$ cat src/rtl/hs4_pkg.sv
package hs4_pkg;
  typedef enum logic [2:0] {
    ST_IDLE,
    ST_COMPUTE,
    ST_REQ_OUT,
    ST_WAIT_ACK,
    ST_RESET_START,
    ST_RESET_OUT,
    ST_RESET_ACK
  } hs_state_e;

  typedef struct packed {
    logic req_up;
    logic done;
    logic ack_dn;
  } hs_in_t;

  localparam int unsigned HS_IN_W = $bits(hs_in_t);
endpackage

$ cat src/rtl/hs4_sync.sv
module hs4_sync #(
  parameter int unsigned WIDTH  = 1,
  parameter int unsigned STAGES = 2
) (
  input  logic             clk_i,
  input  logic             rst_ni,
  input  logic [WIDTH-1:0] d_i,
  output logic [WIDTH-1:0] q_o
);
  localparam int unsigned CHAIN_W = WIDTH * STAGES;

  logic [CHAIN_W-1:0] chain_q;

  if (STAGES == 1) begin : g_single
    always_ff @(posedge clk_i or negedge rst_ni) begin
      if (!rst_ni) chain_q <= '0;
      else         chain_q <= d_i;
    end
  end else begin : g_multi
    always_ff @(posedge clk_i or negedge rst_ni) begin
      if (!rst_ni) chain_q <= '0;
      else         chain_q <= {chain_q[CHAIN_W-WIDTH-1:0], d_i};
    end
  end

  assign q_o = chain_q[CHAIN_W-1 -: WIDTH];
endmodule

$ cat src/rtl/hs4_data_hold.sv
module hs4_data_hold #(
  parameter int unsigned DATA_W = 8
) (
  input  logic              clk_i,
  input  logic              rst_ni,
  input  logic              capture_i,
  input  logic [DATA_W-1:0] data_i,
  output logic [DATA_W-1:0] data_o
);
  always_ff @(posedge clk_i or negedge rst_ni) begin
    if (!rst_ni)        data_o <= '0;
    else if (capture_i) data_o <= data_i;
  end
endmodule

$ cat src/rtl/hs4_fsm.sv
module hs4_fsm
  import hs4_pkg::*;
(
  input  logic   clk_i,
  input  logic   rst_ni,
  input  hs_in_t in_i,
  output logic   start_o,
  output logic   req_dn_o,
  output logic   ack_up_o,
  output logic   capture_o,
  output logic   err_o
);
  hs_state_e state_q, state_d;
  logic      viol;

  always_comb begin
    state_d = state_q;
    viol    = 1'b0;
    unique case (state_q)
      ST_IDLE: begin
        viol = in_i.done | in_i.ack_dn;
        if (!viol && in_i.req_up) state_d = ST_COMPUTE;
      end
      ST_COMPUTE: begin
        viol = !in_i.req_up | in_i.ack_dn;
        if (!viol && in_i.done) state_d = ST_REQ_OUT;
      end
      ST_REQ_OUT: begin
        viol = !in_i.req_up | !in_i.done;
        if (!viol && in_i.ack_dn) state_d = ST_WAIT_ACK;
      end
      ST_WAIT_ACK: begin
        viol = !in_i.done | !in_i.ack_dn;
        if (!viol && !in_i.req_up) state_d = ST_RESET_START;
      end
      ST_RESET_START: begin
        viol = in_i.req_up | !in_i.ack_dn;
        if (!viol && !in_i.done) state_d = ST_RESET_OUT;
      end
      ST_RESET_OUT: begin
        viol = in_i.req_up | in_i.done;
        if (!viol && !in_i.ack_dn) state_d = ST_RESET_ACK;
      end
      ST_RESET_ACK: begin
        viol    = in_i.done | in_i.ack_dn;
        state_d = ST_IDLE;
      end
      default: state_d = ST_IDLE;
    endcase
  end

  always_ff @(posedge clk_i or negedge rst_ni) begin
    if (!rst_ni) begin
      state_q <= ST_IDLE;
      err_o   <= 1'b0;
    end else begin
      state_q <= state_d;
      err_o   <= viol;
    end
  end

  assign capture_o = (state_q == ST_COMPUTE) && (state_d == ST_REQ_OUT);
  assign start_o   = (state_q == ST_COMPUTE) || (state_q == ST_REQ_OUT) ||
                     (state_q == ST_WAIT_ACK);
  assign req_dn_o  = (state_q == ST_REQ_OUT) || (state_q == ST_WAIT_ACK) ||
                     (state_q == ST_RESET_START);
  assign ack_up_o  = (state_q == ST_WAIT_ACK) || (state_q == ST_RESET_START) ||
                     (state_q == ST_RESET_OUT);

  p_start_needs_req_r2: assert property (@(posedge clk_i) disable iff (!rst_ni)
    $rose(start_o) |-> $past(in_i.req_up) && !req_dn_o);
  p_req_after_done_r3: assert property (@(posedge clk_i) disable iff (!rst_ni)
    $rose(req_dn_o) |-> $past(in_i.done) && start_o);
  p_ack_after_dn_r4: assert property (@(posedge clk_i) disable iff (!rst_ni)
    $rose(ack_up_o) |-> $past(in_i.ack_dn) && req_dn_o && start_o);
  p_start_fall_r5: assert property (@(posedge clk_i) disable iff (!rst_ni)
    $fell(start_o) |-> !$past(in_i.req_up) && req_dn_o && ack_up_o);
  p_req_fall_r6: assert property (@(posedge clk_i) disable iff (!rst_ni)
    $fell(req_dn_o) |-> !$past(in_i.done) && ack_up_o && !start_o);
  p_ack_fall_r7: assert property (@(posedge clk_i) disable iff (!rst_ni)
    $fell(ack_up_o) |-> !req_dn_o && !start_o && !$past(in_i.ack_dn));
  p_err_freeze_r9: assert property (@(posedge clk_i) disable iff (!rst_ni)
    err_o && ($past(state_q) != ST_RESET_ACK) |-> state_q == $past(state_q));
endmodule

$ cat src/rtl/hs4_stage_ctrl.sv
module hs4_stage_ctrl
  import hs4_pkg::*;
#(
  parameter int unsigned DATA_W      = 8,
  parameter int unsigned SYNC_STAGES = 2
) (
  input  logic              clk_i,
  input  logic              rst_ni,
  input  logic              req_up_i,
  output logic              ack_up_o,
  output logic              req_dn_o,
  input  logic              ack_dn_i,
  output logic              start_o,
  input  logic              done_i,
  input  logic [DATA_W-1:0] data_i,
  output logic [DATA_W-1:0] data_o,
  output logic              err_o
);
  hs_in_t             raw_in, sync_in;
  logic [HS_IN_W-1:0] sync_bits;
  logic               capture;

  assign raw_in = '{req_up: req_up_i, done: done_i, ack_dn: ack_dn_i};

  hs4_sync #(.WIDTH(HS_IN_W), .STAGES(SYNC_STAGES)) u_sync (
    .clk_i (clk_i),
    .rst_ni(rst_ni),
    .d_i   (raw_in),
    .q_o   (sync_bits)
  );

  assign sync_in = hs_in_t'(sync_bits);

  hs4_fsm u_fsm (
    .clk_i    (clk_i),
    .rst_ni   (rst_ni),
    .in_i     (sync_in),
    .start_o  (start_o),
    .req_dn_o (req_dn_o),
    .ack_up_o (ack_up_o),
    .capture_o(capture),
    .err_o    (err_o)
  );

  hs4_data_hold #(.DATA_W(DATA_W)) u_hold (
    .clk_i    (clk_i),
    .rst_ni   (rst_ni),
    .capture_i(capture),
    .data_i   (data_i),
    .data_o   (data_o)
  );

  always @(negedge clk_i) begin
    if (!rst_ni) begin
      a_reset_low_r1: assert (!start_o && !req_dn_o && !ack_up_o && !err_o && data_o == '0);
    end
  end

  p_data_hold_r8: assert property (@(posedge clk_i) disable iff (!rst_ni)
    req_dn_o && $past(req_dn_o) |-> $stable(data_o));
  p_ack_implies_req_r4: assert property (@(posedge clk_i) disable iff (!rst_ni)
    $rose(ack_up_o) |-> req_dn_o);
endmodule

$ cat config.mk
export PLATFORM = sky130hd
export DESIGN_NAME = hs4_stage_ctrl
export DESIGN_NICKNAME = d
export VERILOG_FILES = /design/src/rtl/hs4_pkg.sv /design/src/rtl/hs4_sync.sv /design/src/rtl/hs4_data_hold.sv /design/src/rtl/hs4_fsm.sv /design/src/rtl/hs4_stage_ctrl.sv
export SDC_FILE = /design/constraint.sdc
export NUM_CORES = 1
export LEC_CHECK = 0
export ABC_AREA = 1
export ABC_CLOCK_PERIOD_IN_PS = 3080
export BUFFER_PORTS_ARGS = -buffer_cell sky130_fd_sc_hd__buf_2
export CORE_MARGIN = 5
export CORE_UTILIZATION = 52
export DETAILED_ROUTE_END_ITERATION = 6
export PLACE_DENSITY = 0.81
export SETUP_SLACK_MARGIN = 0.15
export SLEW_MARGIN = 10
export SYNTH_ARGS = -nofsm -noshare
export SYNTH_HDL_FRONTEND = slang
export SYNTH_HIERARCHICAL = 1
export SYNTH_SLANG_ARGS = --single-unit
$ cat constraint.sdc
create_clock -name clk_i -period 3.08 [get_ports clk_i]
set_clock_uncertainty 0.15 [all_clocks]
set_input_delay 0.462 -clock clk_i [delete_from_list [all_inputs] [get_ports clk_i]]
set_output_delay 0.462 -clock clk_i [all_outputs]
set_load 0.01 [all_outputs]
==> summary.md, run 1 <==
| Metric | Value |
|---|---|
| PD cells | 833 mW/mm^2 |
| Actual slew at the worst max-slew pin | 0.390 ns |
| Syn. warnings | 6 |
| Worst Hold Launch | req_up_i |
| Crit-path slowest cell | dfrtp_1 |
| Die H | 50 um |
| Share of cells above drive strength 1 | 21.6% |
| Sum of negative setup slack | 0 ns |
| CTS Buf Count | 3 |
| Core area | 0.00151 sq mm |
| Rel. slew slack | 74.0% |
| Asr flop ratio synth | 100% |
| Residual DRC | 0 |
| Iter 0 DRT Violations | 20 |
| CTS tree | yes |
| Largest net degree at the start of global routing | 19 |
| Synth cell types | 12 |
| Hold Crit Depth | 1 |
| Vias per cell | 4.98 |
| Core Util, Final | 65.4% |
| Post-synth top cells | 44 x nand2_1, 19 x nor2_1, 18 x dfrtp_1 |
| Unrepaired setup endpoints after global routing | no |
| Inserted Diodes | 0 |
| H-tree depth | 1 |
| Antenna-violating nets left | 0 |
| Crit Reg-Reg Startpoint | u_fsm/state_q[2]$_DFF_PN0_ |
| WL final | 1.69 mm |
| Resize count post-CTS | 0 |
| Period utilization | 61.3% |
| Hold Path Class | input port to flop |
| Max incr delay on CP | 0.40 ns |
| Top-area cell type share of the netlist area | 54.1% |
| Total gr overflow | 0 |
| Avg Synthesized Cell Area | 7.63 sq um |
| Area leader, netlist | dfrtp_1 |
| Clk_lat worst skew | 0.29 ns |
| 1st-pass router iterations | 4 |
| Nets | 148 |
| Crit start category | flop |
| Seq/Total Area, Yosys | 54.1% |
| CTS sink cnt | 18 |
| Fmax | 530 MHz |
| Pleak | 0.578 nW |
| FF+latch count, synth | 18 |
| Antenna violations before repair | 0 |
| Vias in the first global route | 687 |
| Max IR drop VDD | 0.000426 V |
| Die Wd | 50 um |
| Critical-path cell list | inv_1 -> nor2_1 -> nand2_1 -> nand2_1 -> buf_2 |
| Initial Utilization | 55.2% |
| Crit-path max FO | 6 |
| Final Hold Vio Count | 0 |
| Crit path from | u_fsm/state_q[2]$_DFF_PN0_ |
| Synth area leaders | dfrtp_1 54%, nand2_1 20%, nor2_1 8.6%, nand3_1 6.0%, inv_1 4.1% |
| Global placement routability congestion | 0.875 |
| Final-report setup violation count | 0 |
| Worst r2r path cells | 8 |
| Top-count cell post-synth | nand2_1 |
| Vias | 747 |
| Slew Viols, Final | 0 |
| Post-Syn Area | 832 sq um |
| Main synth FF type | dfrtp_1 |
| Worst-path clk slew | 0.09 ns |
| Worst EP required | 2.47 ns |
| Critical path class | flop to output pin |
| Routed wire per std cell | 11.2 um |
| Critical Path End Type | output pin |
| Number of port buffers | 24 |
| Crit-path most repeated cell | nand2_1 |
| Max-Cap Viols | 0 |
| Clock buffer depth | 2 |
| Post-Syn Instances | 109 |
| Num rows | 14 |
| Run status | finished, final reports clean |
| I/O pins | 25 |
| First-pass GRT wire length | 2.90 mm |
| Root Buffer | clkbuf_4 |
| Dpl hpwl | 1.35 mm |
| Syn-to-layout area delta | 18.3% |
| GRT Total Usage | 14.9% |
| Die ar. | 0.00250 sq mm |
| EDFF count, synth | 0 |
| Synthesized net count | 122 |
| Critical path arrival | 1.28 ns |
| Hold slack | 0.124 ns |
| Final critical-path required period | 1.89 ns |
flip-flops by register name (all words and copies together), names as in the netlist:
| name | flops |
|---|---|
| u_sync/chain_q | 6 |
| u_fsm/state_q | 3 |
| u_fsm/err_o | 1 |
| u_hold/data_o | 8 |
critical path, delay by kind of cell, from the launching register on:
| family | cells | cell delay [ns] |
|---|---|---|
| flops | 1 | 0.40 |
| buf+inv | 2 | 0.24 |
| simple gates | 3 | 0.35 |
power breakdown:
part / internal [W] / switching (W) / total (W)
Sequential: 0.000314 / 0.0000547 / 0.000368
Combinational: 0.000124 / 0.000186 / 0.000309
Clock: 0.0000720 / 0.0000707 / 0.000143
repair_timing:
item                                   CTS  global route
endpoints found under the hold margin   18             0
buffers inserted                         0             0
hold buffers                             1             0
cell families (layout without fill, tap and decap cells):
kind of cell           count (synthesis)  count (layout)  share of synthesized area, %
AOI/OAI and AO/OA                      3               3                          2.10
buffers and inverters                 14              39                          8.57
DFF                                   18              18                          54.1
and+or+nand+nor                       74              74                          35.2
cells in the final DEF (no fill, tap or decap):
master         count
a21oi_1            1
buf_2             24
clkbuf_4           3
clkbuf_8           1
dfrtp_1           18
dlygate4sd3_1      1
inv_1              9
inv_2              1
nand2_1           44
nand3_1           10
nand4_1            1
nor2_1            19
o21ai_0            1
o31ai_1            1
routing by layer:
layer	vias up	global-route usage, %	routed length (um)
met5	-	0	0
met4	0	5.24	8
met3	2	4.52	102
met2	22	22.8	829
met1	340	19.8	745
li1	383	-	-
per-stage QoR:
| step | power [W] | setup WS [ns] | cell area [sq um] | cells |
|---|---|---|---|---|
| 2_1_floorplan | 0.000558 | 1.70 | 832 | 109 |
| 3_3_place_gp | 0.000676 | 1.54 | 938 | 145 |
| 3_5_place_dp | 0.000686 | 1.44 | 938 | 145 |
| 4_1_cts | 0.000832 | 1.18 | 985 | 150 |
| 5_1_grt | 0.000899 | 1.10 | 985 | 150 |
| 6_report | 0.000820 | 1.19 | 985 | 150 |
final timing paths:
| path | end | slack (ns) |
|---|---|---|
| setup / recovery | req_dn_o | 1.19 |
| hold / removal | u_sync/chain_q[2]$_DFF_PN0_ | 0.12 |
| setup reg to reg | u_hold/data_o[4]$_DFFE_PN0P_ | 1.44 |
| hold reg to reg | u_sync/chain_q[5]$_DFF_PN0_ | 0.21 |
| max in group asynchronous | u_hold/data_o[5]$_DFFE_PN0P_ | 2.04 |
| min in group asynchronous | u_hold/data_o[3]$_DFFE_PN0P_ | 0.46 |
area by class of cell:
| class | instances | area (sq um) |
|---|---|---|
| well taps | 16 | 20.0 |
| fillers | 140 | 522 |
| flip-flops and latches | 18 | 450 |
| inverters | 10 | 37.5 |
| clock buffers | 4 | 36.3 |
| multi-input cells | 77 | 310 |
| repair buffers | 25 | 130 |
Note: power is estimated with default switching activity, not from simulation.
==> run 2: changes to the inputs <==
Settings changed: ABC_CLOCK_PERIOD_IN_PS 3080 to 1600, CORE_UTILIZATION 52 to 44, PLACE_DENSITY 0.81 to 0.73.
Clock period 3.08 ns to 1.6 ns, I/O delays scaled along.
==> run 2 against run 1 <==
  * Worst setup slack worse by 1.1 ns
  * Sequential share of layout area is 7.0 points lower
  * Routed wire length is 16% higher
  * Total power is 110% higher
  * Combinational power is 120% higher
  * Core utilization is 0.88 points higher
  * Final cell count is 16% higher
  * Critical endpoint is now ack_up_o
  * Highest routed layer unchanged
  * Clock power is 92% higher
  * Sequential power is 100% higher
  * Non-clock buffer count is 15 higher
  * Sequential cell count stayed put
==> summary.md, run 2 (synthesis results as in run 1) <==
| Metric | Value |
|---|---|
| Biggest register | u_hold/data_o |
| Rel. slew slack | 74.5% (+0.49 points) |
| Worst EP required | 1.21 ns (-1.26 ns) |
| Initial Utilization | 47.2% (-8.1 points) |
| Fin area | 0.00117 sq mm (+19%) |
| Number of port buffers | 24 (unchanged) |
| Max FFs per register | 8 (unchanged) |
| CTS sink cnt | 18 (unchanged) |
| Final critical-path required period | 1.55 ns |
| Routed wire per std cell | 11.2 um (about the same) |
| Num rows | 15 (+1) |
| First-pass GRT wire length | 3.28 mm (+13%) |
| CTS Buf Count | 3 (unchanged) |
| Crit start category | flop |
| DP Area | 957 sq um (+2.0%) |
| Root Buffer | clkbuf_4 |
| Crit-path max FO | 3 (-3) |
| Max-Cap Viols | 0 (unchanged) |
| Clk_lat worst skew | 0.29 ns (about the same) |
| WL final | 1.96 mm (+16%) |
| H-tree depth | 1 (unchanged) |
| Nets | 163 (+10%) |
| Die ar. | 0.00286 sq mm (+14%) |
| Core area | 0.00176 sq mm (+17%) |
| Critical path class | flop to output pin |
| Die Wd | 53.5 um (+7.0%) |
| Pleak | 0.640 nW (+11%) |
| Hold Path Class | flop to flop |
| Die H | 53.5 um (+7.0%) |
| Core Util, Final | 66.2% (+0.88 points) |
| Global placement routability congestion | 0.804 (-8.1%) |
| Max IR drop VDD | 0.000792 V (+86%) |
| GRT Total Usage | 16.2% (+1.3 points) |
| PD cells | 1450 mW/mm^2 (+74%) |
| CTS tree | yes |
| Biggest regs | u_hold/data_o: 8 flops, u_sync/chain_q: 6 flops, u_fsm/state_q: 3 flops |
| Final Total Pwr | 0.00169 W (+110%) |
| I/O pins | 25 (unchanged) |
| Worst-path clk slew | 0.10 ns (about the same) |
| Commonest non-fill, non-tap cell in the layout | nand2_1 |
| Total gr overflow | 0 (unchanged) |
| Critical path arrival | 1.16 ns (-0.12 ns) |
| Fmax | 646 MHz |
| Dpl hpwl | 1.39 mm (+2.7%) |
| Slew Viols, Final | 0 (unchanged) |
| Vias per cell | 4.66 (-6.4%) |
| Unrepaired setup endpoints after global routing | yes |
| Critical Path End Type | output pin |
| Antenna-violating nets left | 0 (unchanged) |
| Actual slew at the worst max-slew pin | 0.382 ns (-0.00741 ns) |
| Antenna violations before repair | 0 (unchanged) |
| Largest net degree at the start of global routing | 19 (unchanged) |
| Share of cells above drive strength 1 | 29.5% (+7.9 points) |
| Residual DRC | 0 (unchanged) |
| Vias in the first global route | 812 (+18%) |
| Most frequent cells in the layout | 41 x nand2_1, 24 x buf_2, 18 x nor2_1 |
| Final-report setup violation count | 0 (unchanged) |
| Final Hold Vio Count | 0 (unchanged) |
| Syn-to-layout area delta | 40.5% |
| Period utilization | 96.7% |
| 1st-pass router iterations | 4 (unchanged) |
| Run status | finished, final reports clean |
| Inserted Diodes | 0 (unchanged) |
| Clock buffer depth | 2 (unchanged) |
| Vias | 811 (+8.6%) |
| Iter 0 DRT Violations | 8 (-60%) |
-- run 2: path summary, 6_finish.rpt --
path | startpoint | to | slack [ns] | cells after the start
min in group asynchronous | rst_ni | u_fsm/err_o$_DFF_PN0_ | 0.24 | 2
min | u_sync/chain_q[2]$_DFF_PN0_ | u_sync/chain_q[5]$_DFF_PN0_ | 0.21 | 0
max reg2reg | u_fsm/state_q[2]$_DFF_PN0_ | u_hold/data_o[2]$_DFFE_PN0P_ | 0.15 | 8
min reg2reg | u_sync/chain_q[2]$_DFF_PN0_ | u_sync/chain_q[5]$_DFF_PN0_ | 0.21 | 0
max in group asynchronous | rst_ni | u_fsm/state_q[0]$_DFF_PN0_ | 0.76 | 2
max | u_fsm/state_q[2]$_DFF_PN0_ | ack_up_o | 0.05 | 4
-- run 2: final cells by class --
| cell class | count | area, sq um |
|---|---|---|
| fill | 151 | 596 |
| sequential | 18 | 453 |
| multi-input combinational | 77 | 338 |
| timing repair buffer | 40 | 270 |
| inverter | 10 | 40.0 |
| clock buffer | 4 | 36.3 |
| tap | 25 | 31.3 |
-- run 2: worst max-delay path, stage by stage, from the launching register on --
cell	delay, ns
dfrtp_1	0.43
buf_4	0.16
nand2_2	0.08
nand2_1	0.06
buf_2	0.14
-- run 2: report_power, final --
part           internal, W  total (W)  leakage (nW)  switching, W
Clock             0.000139   0.000275        0.0210      0.000136
Sequential        0.000608   0.000736         0.213      0.000128
Combinational     0.000293   0.000683         0.406      0.000390
-- run 2: what timing repair did --
item	in CTS	in global routing
gates cloned	0	0
buffers inserted	3	0
hold buffers	12	0
resized for setup	7	7
pin swaps	1	0
endpoints found under the setup margin	11	11
endpoints found under the hold margin	29	0
-- run 2: layer usage --
metal / share of wire (%) / GRT usage [%] / vias to the layer above
met3: 7.4 / 6.76 / 2
li1: - / - / 415
met2: 51 / 28.8 / 27
met5: 0 / 0 / -
met4: 0.56 / 4.68 / 0
met1: 41 / 17.2 / 367
-- run 2: per-stage QoR --
stage	hold slack (ns)	TNS, ns	worst slack (ns)	instances
2_1_floorplan	-0.206	0	0.223	109
3_3_place_gp	0.0328	0	0.182	155
3_5_place_dp	0.0351	0	0.126	155
4_1_cts	0.211	0	0.0626	174
5_1_grt	0.219	-0.0582	-0.0258	174
6_report	0.206	0	0.0525	174
